$ cat config.mk
export PLATFORM = sky130hd
export DESIGN_NAME = tws_slave
export DESIGN_NICKNAME = d
export VERILOG_FILES = /design/src/rtl/tws_pkg.sv /design/src/rtl/tws_line_sync.sv /design/src/rtl/tws_cond_detect.sv /design/src/rtl/tws_xfer_fsm.sv /design/src/rtl/tws_slave.sv
export SDC_FILE = /design/constraint.sdc
export NUM_CORES = 1
export LEC_CHECK = 0
export ABC_CLOCK_PERIOD_IN_PS = 4800
export CORE_ASPECT_RATIO = 1.25
export CORE_MARGIN = 2
export CORE_UTILIZATION = 55
export DETAILED_ROUTE_END_ITERATION = 12
export HOLD_SLACK_MARGIN = 0.06
export PLACE_DENSITY = 0.94
export SETUP_SLACK_MARGIN = 0.02
export SLEW_MARGIN = 20
export SYNTH_ARGS = -nofsm -noshare
export SYNTH_HDL_FRONTEND = slang
export SYNTH_SLANG_ARGS = --single-unit
$ cat constraint.sdc
create_clock -name clk -period 4.8 [get_ports clk]
set_clock_uncertainty 0.1 [all_clocks]
set_input_delay 0.96 -clock clk [delete_from_list [all_inputs] [get_ports clk]]
set_output_delay 0.96 -clock clk [all_outputs]
set_load 0.02 [all_outputs]
$ cat src/rtl/tws_pkg.sv
package tws_pkg;
   localparam int BYTE_W = 8;
   localparam int CNT_W  = $clog2(BYTE_W + 1);

   typedef enum logic [1:0] {
      PH_ADDR  = 2'd0,
      PH_INSTR = 2'd1,
      PH_DATA  = 2'd2,
      PH_READ  = 2'd3
   } phase_e;

   typedef enum logic [1:0] {
      KIND_NONE  = 2'd0,
      KIND_WRITE = 2'd1,
      KIND_READ  = 2'd2,
      KIND_RSVD  = 2'd3
   } kind_e;
endpackage

$ cat src/rtl/tws_line_sync.sv
module tws_line_sync #(
   parameter int STAGES = 2
) (
   input  logic clk,
   input  logic rst_n,
   input  logic d_i,
   output logic q_o
);
   logic [STAGES-1:0] chain;

   always_ff @(posedge clk or negedge rst_n) begin
      if (!rst_n) chain <= '1;
      else        chain <= {chain[STAGES-2:0], d_i};
   end

   assign q_o = chain[STAGES-1];
endmodule

$ cat src/rtl/tws_cond_detect.sv
module tws_cond_detect (
   input  logic clk,
   input  logic rst_n,
   input  logic scl_s_i,
   input  logic sda_s_i,
   output logic scl_rise_o,
   output logic scl_fall_o,
   output logic start_o,
   output logic stop_o
);
   logic scl_d, sda_d;

   always_ff @(posedge clk or negedge rst_n) begin
      if (!rst_n) begin
         scl_d <= 1'b1;
         sda_d <= 1'b1;
      end else begin
         scl_d <= scl_s_i;
         sda_d <= sda_s_i;
      end
   end

   assign scl_rise_o = scl_s_i & ~scl_d;
   assign scl_fall_o = ~scl_s_i & scl_d;
   assign start_o    = scl_s_i & scl_d & sda_d & ~sda_s_i;
   assign stop_o     = scl_s_i & scl_d & ~sda_d & sda_s_i;
endmodule

$ cat src/rtl/tws_xfer_fsm.sv
module tws_xfer_fsm
   import tws_pkg::*;
#(
   parameter int ADDR_PIN_W = 4,
   parameter logic [BYTE_W-ADDR_PIN_W-1:0] TYPE_CODE = 4'b0101
) (
   input  logic                  clk,
   input  logic                  rst_n,
   input  logic                  scl_rise_i,
   input  logic                  scl_fall_i,
   input  logic                  start_i,
   input  logic                  stop_i,
   input  logic                  sda_bit_i,
   input  logic [ADDR_PIN_W-1:0] dev_pins_i,
   input  logic                  busy_i,
   input  logic [1:0]            kind_i,
   input  logic [BYTE_W-1:0]     rd_data_i,
   output logic                  sda_oe_o,
   output logic                  strobe_o,
   output logic [BYTE_W-1:0]     instr_o,
   output logic [BYTE_W-1:0]     data_o
);
   localparam logic [CNT_W-1:0] LAST_BIT = CNT_W'(BYTE_W);

   logic              active, in_ack, oe_q, strobe_q;
   phase_e            phase;
   kind_e             kind_q;
   logic [CNT_W-1:0]  bitcnt;
   logic [BYTE_W-1:0] rx_sr, tx_sr, instr_q, data_q;
   logic              addr_hit;

   assign addr_hit = (rx_sr == {TYPE_CODE, dev_pins_i});

   always_ff @(posedge clk or negedge rst_n) begin
      if (!rst_n) begin
         active   <= 1'b0;
         in_ack   <= 1'b0;
         oe_q     <= 1'b0;
         strobe_q <= 1'b0;
         phase    <= PH_ADDR;
         kind_q   <= KIND_NONE;
         bitcnt   <= '0;
         rx_sr    <= '0;
         tx_sr    <= '0;
         instr_q  <= '0;
         data_q   <= '0;
      end else begin
         strobe_q <= 1'b0;
         if (start_i) begin
            active <= 1'b1;
            phase  <= PH_ADDR;
            bitcnt <= '0;
            in_ack <= 1'b0;
            oe_q   <= 1'b0;
         end else if (stop_i) begin
            active <= 1'b0;
            bitcnt <= '0;
            in_ack <= 1'b0;
            oe_q   <= 1'b0;
         end else if (active) begin
            if (scl_rise_i && !in_ack && bitcnt < LAST_BIT) begin
               bitcnt <= bitcnt + 1'b1;
               if (phase == PH_READ) tx_sr <= {tx_sr[BYTE_W-2:0], 1'b0};
               else                  rx_sr <= {rx_sr[BYTE_W-2:0], sda_bit_i};
            end else if (scl_fall_i) begin
               if (in_ack) begin
                  // end of the ninth clock: move to the next byte
                  in_ack <= 1'b0;
                  bitcnt <= '0;
                  oe_q   <= 1'b0;
                  case (phase)
                     PH_ADDR:  phase <= PH_INSTR;
                     PH_INSTR: begin
                        case (kind_q)
                           KIND_WRITE: phase <= PH_DATA;
                           KIND_READ: begin
                              phase <= PH_READ;
                              tx_sr <= rd_data_i;
                              oe_q  <= ~rd_data_i[BYTE_W-1];
                           end
                           default: begin
                              strobe_q <= 1'b1;
                              active   <= 1'b0;
                           end
                        endcase
                     end
                     default: begin
                        strobe_q <= 1'b1;
                        active   <= 1'b0;
                     end
                  endcase
               end else if (bitcnt == LAST_BIT) begin
                  // eighth bit done: enter the acknowledge slot
                  case (phase)
                     PH_ADDR: begin
                        if (addr_hit && !busy_i) begin
                           oe_q   <= 1'b1;
                           in_ack <= 1'b1;
                        end else begin
                           active <= 1'b0;
                        end
                     end
                     PH_INSTR: begin
                        instr_q <= rx_sr;
                        kind_q  <= kind_e'(kind_i);
                        oe_q    <= 1'b1;
                        in_ack  <= 1'b1;
                     end
                     PH_DATA: begin
                        data_q <= rx_sr;
                        oe_q   <= 1'b1;
                        in_ack <= 1'b1;
                     end
                     default: begin
                        oe_q   <= 1'b0;
                        in_ack <= 1'b1;
                     end
                  endcase
               end else if (phase == PH_READ && bitcnt != '0) begin
                  oe_q <= ~tx_sr[BYTE_W-1];
               end
            end
         end
      end
   end

   assign sda_oe_o = oe_q;
   assign strobe_o = strobe_q;
   assign instr_o  = instr_q;
   assign data_o   = data_q;
endmodule

$ cat src/rtl/tws_slave.sv
module tws_slave
   import tws_pkg::*;
#(
   parameter int ADDR_PIN_W  = 4,
   parameter int SYNC_STAGES = 2,
   parameter logic [BYTE_W-ADDR_PIN_W-1:0] TYPE_CODE = 4'b0101
) (
   input  logic                  clk,
   input  logic                  rst_n,
   input  logic                  scl_i,
   input  logic                  sda_i,
   output logic                  sda_oe_o,
   input  logic [ADDR_PIN_W-1:0] dev_pins_i,
   input  logic                  busy_i,
   input  logic [1:0]            instr_kind_i,
   input  logic [BYTE_W-1:0]     rd_data_i,
   output logic                  cmd_valid_o,
   output logic [BYTE_W-1:0]     cmd_instr_o,
   output logic [BYTE_W-1:0]     cmd_data_o
);
   localparam int NUM_LINES = 2;

   initial begin
      assert (SYNC_STAGES >= 2) else $error("SYNC_STAGES must be at least 2");
      assert (ADDR_PIN_W >= 1 && ADDR_PIN_W < BYTE_W)
         else $error("ADDR_PIN_W out of range");
   end

   logic [NUM_LINES-1:0] raw_lines, sync_lines;
   logic scl_s, sda_s, scl_rise, scl_fall, start_det, stop_det;

   assign raw_lines = {sda_i, scl_i};

   for (genvar g = 0; g < NUM_LINES; g++) begin : g_sync
      tws_line_sync #(.STAGES(SYNC_STAGES)) u_sync (
         .clk  (clk),
         .rst_n(rst_n),
         .d_i  (raw_lines[g]),
         .q_o  (sync_lines[g])
      );
   end

   assign scl_s = sync_lines[0];
   assign sda_s = sync_lines[1];

   tws_cond_detect u_cond (
      .clk       (clk),
      .rst_n     (rst_n),
      .scl_s_i   (scl_s),
      .sda_s_i   (sda_s),
      .scl_rise_o(scl_rise),
      .scl_fall_o(scl_fall),
      .start_o   (start_det),
      .stop_o    (stop_det)
   );

   tws_xfer_fsm #(.ADDR_PIN_W(ADDR_PIN_W), .TYPE_CODE(TYPE_CODE)) u_fsm (
      .clk       (clk),
      .rst_n     (rst_n),
      .scl_rise_i(scl_rise),
      .scl_fall_i(scl_fall),
      .start_i   (start_det),
      .stop_i    (stop_det),
      .sda_bit_i (sda_s),
      .dev_pins_i(dev_pins_i),
      .busy_i    (busy_i),
      .kind_i    (instr_kind_i),
      .rd_data_i (rd_data_i),
      .sda_oe_o  (sda_oe_o),
      .strobe_o  (cmd_valid_o),
      .instr_o   (cmd_instr_o),
      .data_o    (cmd_data_o)
   );
endmodule

# After elaboration in Yosys (flattened, before gate mapping)
# Index checks and enable logic that the tools add are counted.
[word_totals]
regBits = 50
latch_bits = 0
ram_bits = 0
romBits = 0
inputBits = 19
out_inout_bits = 18
mem_count = 0
[classes]
n_addsub = 1
mul = 0
n_div = 0
order_cmp = 1
eq_ne = 13
shift = 0
muxes = 58
bitwise = 18
n_reduce_logical = 31
[op_table]
columns = ["operator", "count"]
rows = [
  ["2-to-1 mux 8 bit", 6],
  ["2-to-1 mux 1 bit", 35],
  ["2-to-1 mux 4 bit", 6],
  ["AND reduction 8 bit", 3],
  ["nonzero test 2 bit", 7],
  ["2-to-1 mux 2 bit", 6],
  ["nonzero test 4 bit", 3],
  ["NOT 1 bit", 11],
  ["AND reduction 5 bit", 2],
  ["nonzero test 3 bit", 3],
  ["== test 8 x 7 -> 1 bit", 1],
  ["case mux 2 bit (2 select lines)", 2],
  ["AND 1 bit", 7],
  ["AND reduction 7 bit", 1],
  ["== test 2 bit (second input constant)", 3],
  ["inequality test 2 bit (second input constant)", 3],
  ["inequality test 6 x 5 -> 1 bit (second input constant)", 1],
  ["case mux 1 bit (2 select lines)", 3],
  ["AND reduction 3 bit", 2],
  ["nonzero test 5 bit", 1],
  ["adder 4 x 1 -> 4 bit (second input constant)", 1],
  ["== test 2 x 1 -> 1 bit (second input constant)", 2],
  ["== test 4 bit (second input constant)", 1],
  ["logical AND 1 bit", 4],
  ["6 further kinds", 8],
]

# Logic depth before layout (Yosys ltp)
[depth]
ltp_word = 11
ltp_mapped = 7
mapped_depth_nobuf = 7

# By module
# A second synthesis with hierarchy kept.
[hier_totals]
cells_unflattened = 190
hier_area_um2 = 2327.2
[modules_own_cells]
columns = ["module", "n_inst", "cells_each", "area_per_inst_um2", "seq_area_each_um2"]
rows = [
  ["tws_xfer_fsm", 1, 180, 2137.0, 1101.1],
  ["tws_line_sync", 2, 2, 52.6, 52.6],
  ["tws_cond_detect", 1, 6, 85.1, 52.6],
]

# Worst setup path before layout
# Ideal clock, no wire load.
[synth_timing]
kind = "input to register"
startpoint = "in busy_i"
endpoint = "reg u_fsm.oe_q, in the netlist u_fsm.sda_oe_o"
setup_time_ns = 0.079
t_arrival_ns = 1.879
required_time_ns = 4.621
setup_slack_ns = 2.742
stages = 5
path_cell_list = "nand4bb_1 nor4_1 nand3_1 a31oi_1 mux2i_1"
[synth_between]
elab_chain_cells = 4
[synth_rtl]
columns = ["item", "line_no", "rtl"]
rows = [
  ["start, declared", "tws_slave.sv:14", "input logic busy_i,"],
  ["zero test 1 bit", "tws_xfer_fsm.sv:96", "if (addr_hit && !busy_i) begin"],
  ["logical AND 1 bit", "tws_xfer_fsm.sv:96", ""],
  ["inequality test 6 x 5 -> 1 bit (no line)", "-", ""],
  ["AND reduction 5 bit (no line)", "-", ""],
  ["end signal, assigned", "tws_xfer_fsm.sv:79", "oe_q <= ~rd_data_i[BYTE_W-1];"],
  ["end signal, assigned", "tws_xfer_fsm.sv:120", "oe_q <= ~tx_sr[BYTE_W-1];"],
  ["end, declared", "tws_xfer_fsm.sv:25", "logic active, in_ack, oe_q, strobe_q;"],
]
# No other way between the ends.
# A chain may end at the register's enable or synchronous reset.

# Worst setup path after layout
[layout_timing]
startpoint = "reg u_fsm.instr_q[2], in the netlist u_fsm.instr_o[2]"
endpoint = "out cmd_instr_o[2]"
[layout_rtl]
columns = ["item", "line_no", "rtl"]
rows = [
  ["start, declared", "tws_xfer_fsm.sv:29", "logic [BYTE_W-1:0] rx_sr, tx_sr, instr_q, data_q;"],
  ["start signal, assigned", "tws_xfer_fsm.sv:104", "instr_q <= rx_sr;"],
  ["end, declared", "tws_slave.sv:18", "output logic [BYTE_W-1:0] cmd_instr_o,"],
]
# No word-level cell between the ends.

==> impl_metrics.py <==
metrics = {
    "die": {
        "die_w_um": 61.3,
        "coreArea_um2": 4030,
        "row_count": 26,
        "io_pins": 37,
        "initial_utilization_pct": 56.0,
        "fp.dieH_um": 75.7,
        "dieArea_um2": 4640,
    },
    "global_routing": {
        "grt_pass1_vias": 1443,
        "antenna_found_initial": 0,
        "grtUsageTotal_pct": 20.1,
        "grt_pass1_wl_um": 6800,
        "grt_start_max_net_pins": 51,
        "grt-ovfl-total": 0,
    },
    "cells_and_area": {
        "design_area_um2": 2780,
        "drive_above_1_share_pct": 20.0,
        "antennaDiodeCount": 0,
        "fin_nets": 242,
        "final_cell_mix": "44 x dfrtp_1, 35 x clkdlybuf4s50_1, 16 x mux2_2",
        "fillers": 309,
        "layout_commonest_cell": "dfrtp_1",
        "synthToLayoutAreaGrowth_pct": 23.0,
    },
    "critical_path": {
        "cp_top_family": "buffers and inverters",
        "cpMaxStageDelayCell": "clkdlybuf4s50_1",
        "path_class": "reg -> out",
        "path_buf_inv": 1,
        "cp_max_fo": 2,
        "cp-start-kind": "flop",
        "required_ps": 3740,
        "slowest_delay_ps": 610,
        "crit_path_end_kind": "output port",
        "crit_chain": "clkdlybuf4s50_1",
        "crit_arrival_ps": 1280,
    },
    "clock_tree": {
        "clkTransAtPathRegs_ps": 80,
        "cts_resized": 0,
        "cts_hold_buf": 0,
        "cts_buffer_depth": 2,
        "htreeDepth": 2,
        "cts_buffers": 5,
        "cts_tree": "yes",
        "insertion_delay_ps": 300,
        "cts_sinks": 50,
        "postCtsSetupBuffers": 0,
        "root_buffer": "clkbuf_8",
    },
    "sta": {
        "max_clock_freq_mhz": 427,
        "finalSetupTns_ps": 0,
        "max_slew_margin_pct": 57.2,
        "hold_viol": 0,
        "setup_viol_count_final": 0,
        "drv_slew": 0,
        "fin_crit_sh_pct": 48.8,
        "finalCriticalPeriod_ps": 2340,
        "worst_slew_pin_slew_ps": 642,
        "rsz0062_at_grt": "false",
    },
    "min_path": {
        "hold_class": "reg -> reg",
    },
    "job": {
        "max-cap-violations": 0,
    },
    "place": {
        "hpwl_um": 2960,
        "place.gp.congestion": 0.794,
        "place_area_um2": 2660,
        "portBuffers": 36,
    },
    "logic_synthesis": {
        "synth_nets": 204,
        "ys_ff_latch": 50,
        "syn-cell-area_um2": 2260,
        "synth_seq_area_share_pct": 55.7,
        "synth_cells": 181,
        "synth_area_per_cell_um2": 12.5,
        "synth.distinct_cells": 41,
        "yosysWarnings": 0,
    },
    "routing": {
        "dr.pass1.iters": 4,
        "route.final.wire_length_um": 4180,
        "wl_per_cell_um": 15.1,
        "vias": 1487,
        "drc": 0,
        "drt-vias-per-instance": 5.39,
        "drt_iter0_markers": 77,
        "postRouteAntennaNets": 0,
    },
    "power": {
        "p_leak_nw": 1.21,
        "powerDensity_nw_per_um2": 339,
        "irDropWorstVdd_mv": 0.337,
    },
    "run_status": {
        "status": "completed",
    },
}
[sequential cells by signal, indices dropped and copies added (netlist names), 2 cells and up]
register	cells
u_fsm.data_o	8
u_fsm.instr_o	8
u_fsm.rx_sr	8
u_fsm.tx_sr	8
g_sync.u_sync.chain	4
u_fsm.bitcnt	4
u_fsm.kind_q	2
u_fsm.phase	2
[path summary, 6_finish.rpt]
kind	startpoint	endpoint	slack (ps)	cells after the start
setup / recovery	u_fsm.instr_o[2]	cmd_instr_o[2]	2460	1
hold / removal	g_sync[1].u_sync.chain[0]	g_sync[1].u_sync.chain[1]	260	0
setup reg to reg	u_fsm.bitcnt[0]	u_fsm.instr_o[2]	2460	5
hold reg to reg	g_sync[1].u_sync.chain[0]	g_sync[1].u_sync.chain[1]	260	0
max in group asynchronous	rst_n	u_fsm.tx_sr[2]	3610	1
min in group asynchronous	rst_n	u_fsm.data_o[3]	570	1
[Yosys cell counts, drive strengths merged]
| master | instances | area, µm² |
|---|---|---|
| a21bo | 1 | 10.0 |
| a21boi | 1 | 7.51 |
| a21oi | 11 | 58.8 |
| a31oi | 1 | 6.26 |
| a32o | 1 | 10.0 |
| and2 | 1 | 6.26 |
| and2b | 1 | 7.51 |
| and3b | 1 | 8.76 |
| and4 | 1 | 8.76 |
| buf | 5 | 27.5 |
| clkbuf | 1 | 3.75 |
| dfrtp | 44 | 1100 |
| dfstp | 6 | 158 |
| ha | 4 | 50.1 |
| inv | 5 | 18.8 |
| mux2 | 26 | 330 |
| mux2i | 8 | 80.1 |
| nand2 | 11 | 41.3 |
| nand2b | 2 | 12.5 |
| nand3 | 5 | 25.0 |
| nand3b | 4 | 30.0 |
| nand4b | 2 | 17.5 |
| nand4bb | 1 | 11.3 |
| nor2 | 11 | 41.3 |
| nor2b | 2 | 12.5 |
| nor3 | 1 | 5.00 |
| nor3b | 1 | 7.51 |
| nor4 | 1 | 6.26 |
| nor4b | 1 | 15.0 |
| o211ai | 3 | 22.5 |
| o21ai | 9 | 45.0 |
| o21bai | 1 | 7.51 |
| o311ai | 1 | 8.76 |
| o31ai | 1 | 7.51 |
| or4 | 1 | 7.51 |
| xnor2 | 2 | 17.5 |
| xor2 | 3 | 26.3 |
[report_power, final]
| group | internal [mW] | total [mW] | leakage (nW) | switching (mW) |
|---|---|---|---|---|
| registers | 0.467 | 0.531 | 0.612 | 0.0633 |
| logic | 0.0723 | 0.118 | 0.540 | 0.0453 |
| clock network | 0.170 | 0.296 | 0.0585 | 0.126 |
[metal layers]
metal	routed length [µm]	global-route usage [%]	vias up
li1	-	-	717
met1	1830	26.5	726
met2	2130	33.1	38
met3	152	4.07	6
met4	66	7.09	0
met5	0	0	-
[area by class of cell]
type                            instances  area (µm²)  share of cell area [%]
Inverter                                5        18.8                   0.675
Tap cell                               56        70.1                    2.52
Multi-Input combinational cell        120         952                    34.2
Sequential cell                        50        1260                    45.3
Timing Repair Buffer                   37         365                    13.1
Clock buffer                            7        86.3                    3.10
Clock inverter                          1        30.0                    1.08
[stage by stage]
stage / utilization (%) / hold slack (ps) / std cells / total power [mW] / setup slack (ps)
2_1_floorplan: - / 245 / 181 / 0.599 / 2740
3_3_place_gp: 66.0 / 246 / 268 / 0.644 / 2220
3_5_place_dp: 66.0 / 247 / 268 / 0.657 / 2200
4_1_cts: 68.9 / 259 / 276 / 0.952 / 2440
5_1_grt: 69.0 / 269 / 276 / 0.995 / 2350
6_report: 69.0 / 259 / 276 / 0.944 / 2460
[cell families (layout without fill, tap and decap cells)]
kind of cell	Yosys count	in the layout	share of synthesized area, %
buffers and inverters	11	50	2.21
AO/OA/AOI/OAI	30	30	8.14
flip-flops	50	50	55.7
AND/OR/NAND/NOR	47	47	11.7
multiplexers	34	34	18.2
XOR/XNOR	5	5	1.94
adder cells (fa/ha/maj)	4	4	2.21
Power figures use the tool's default switching activity.
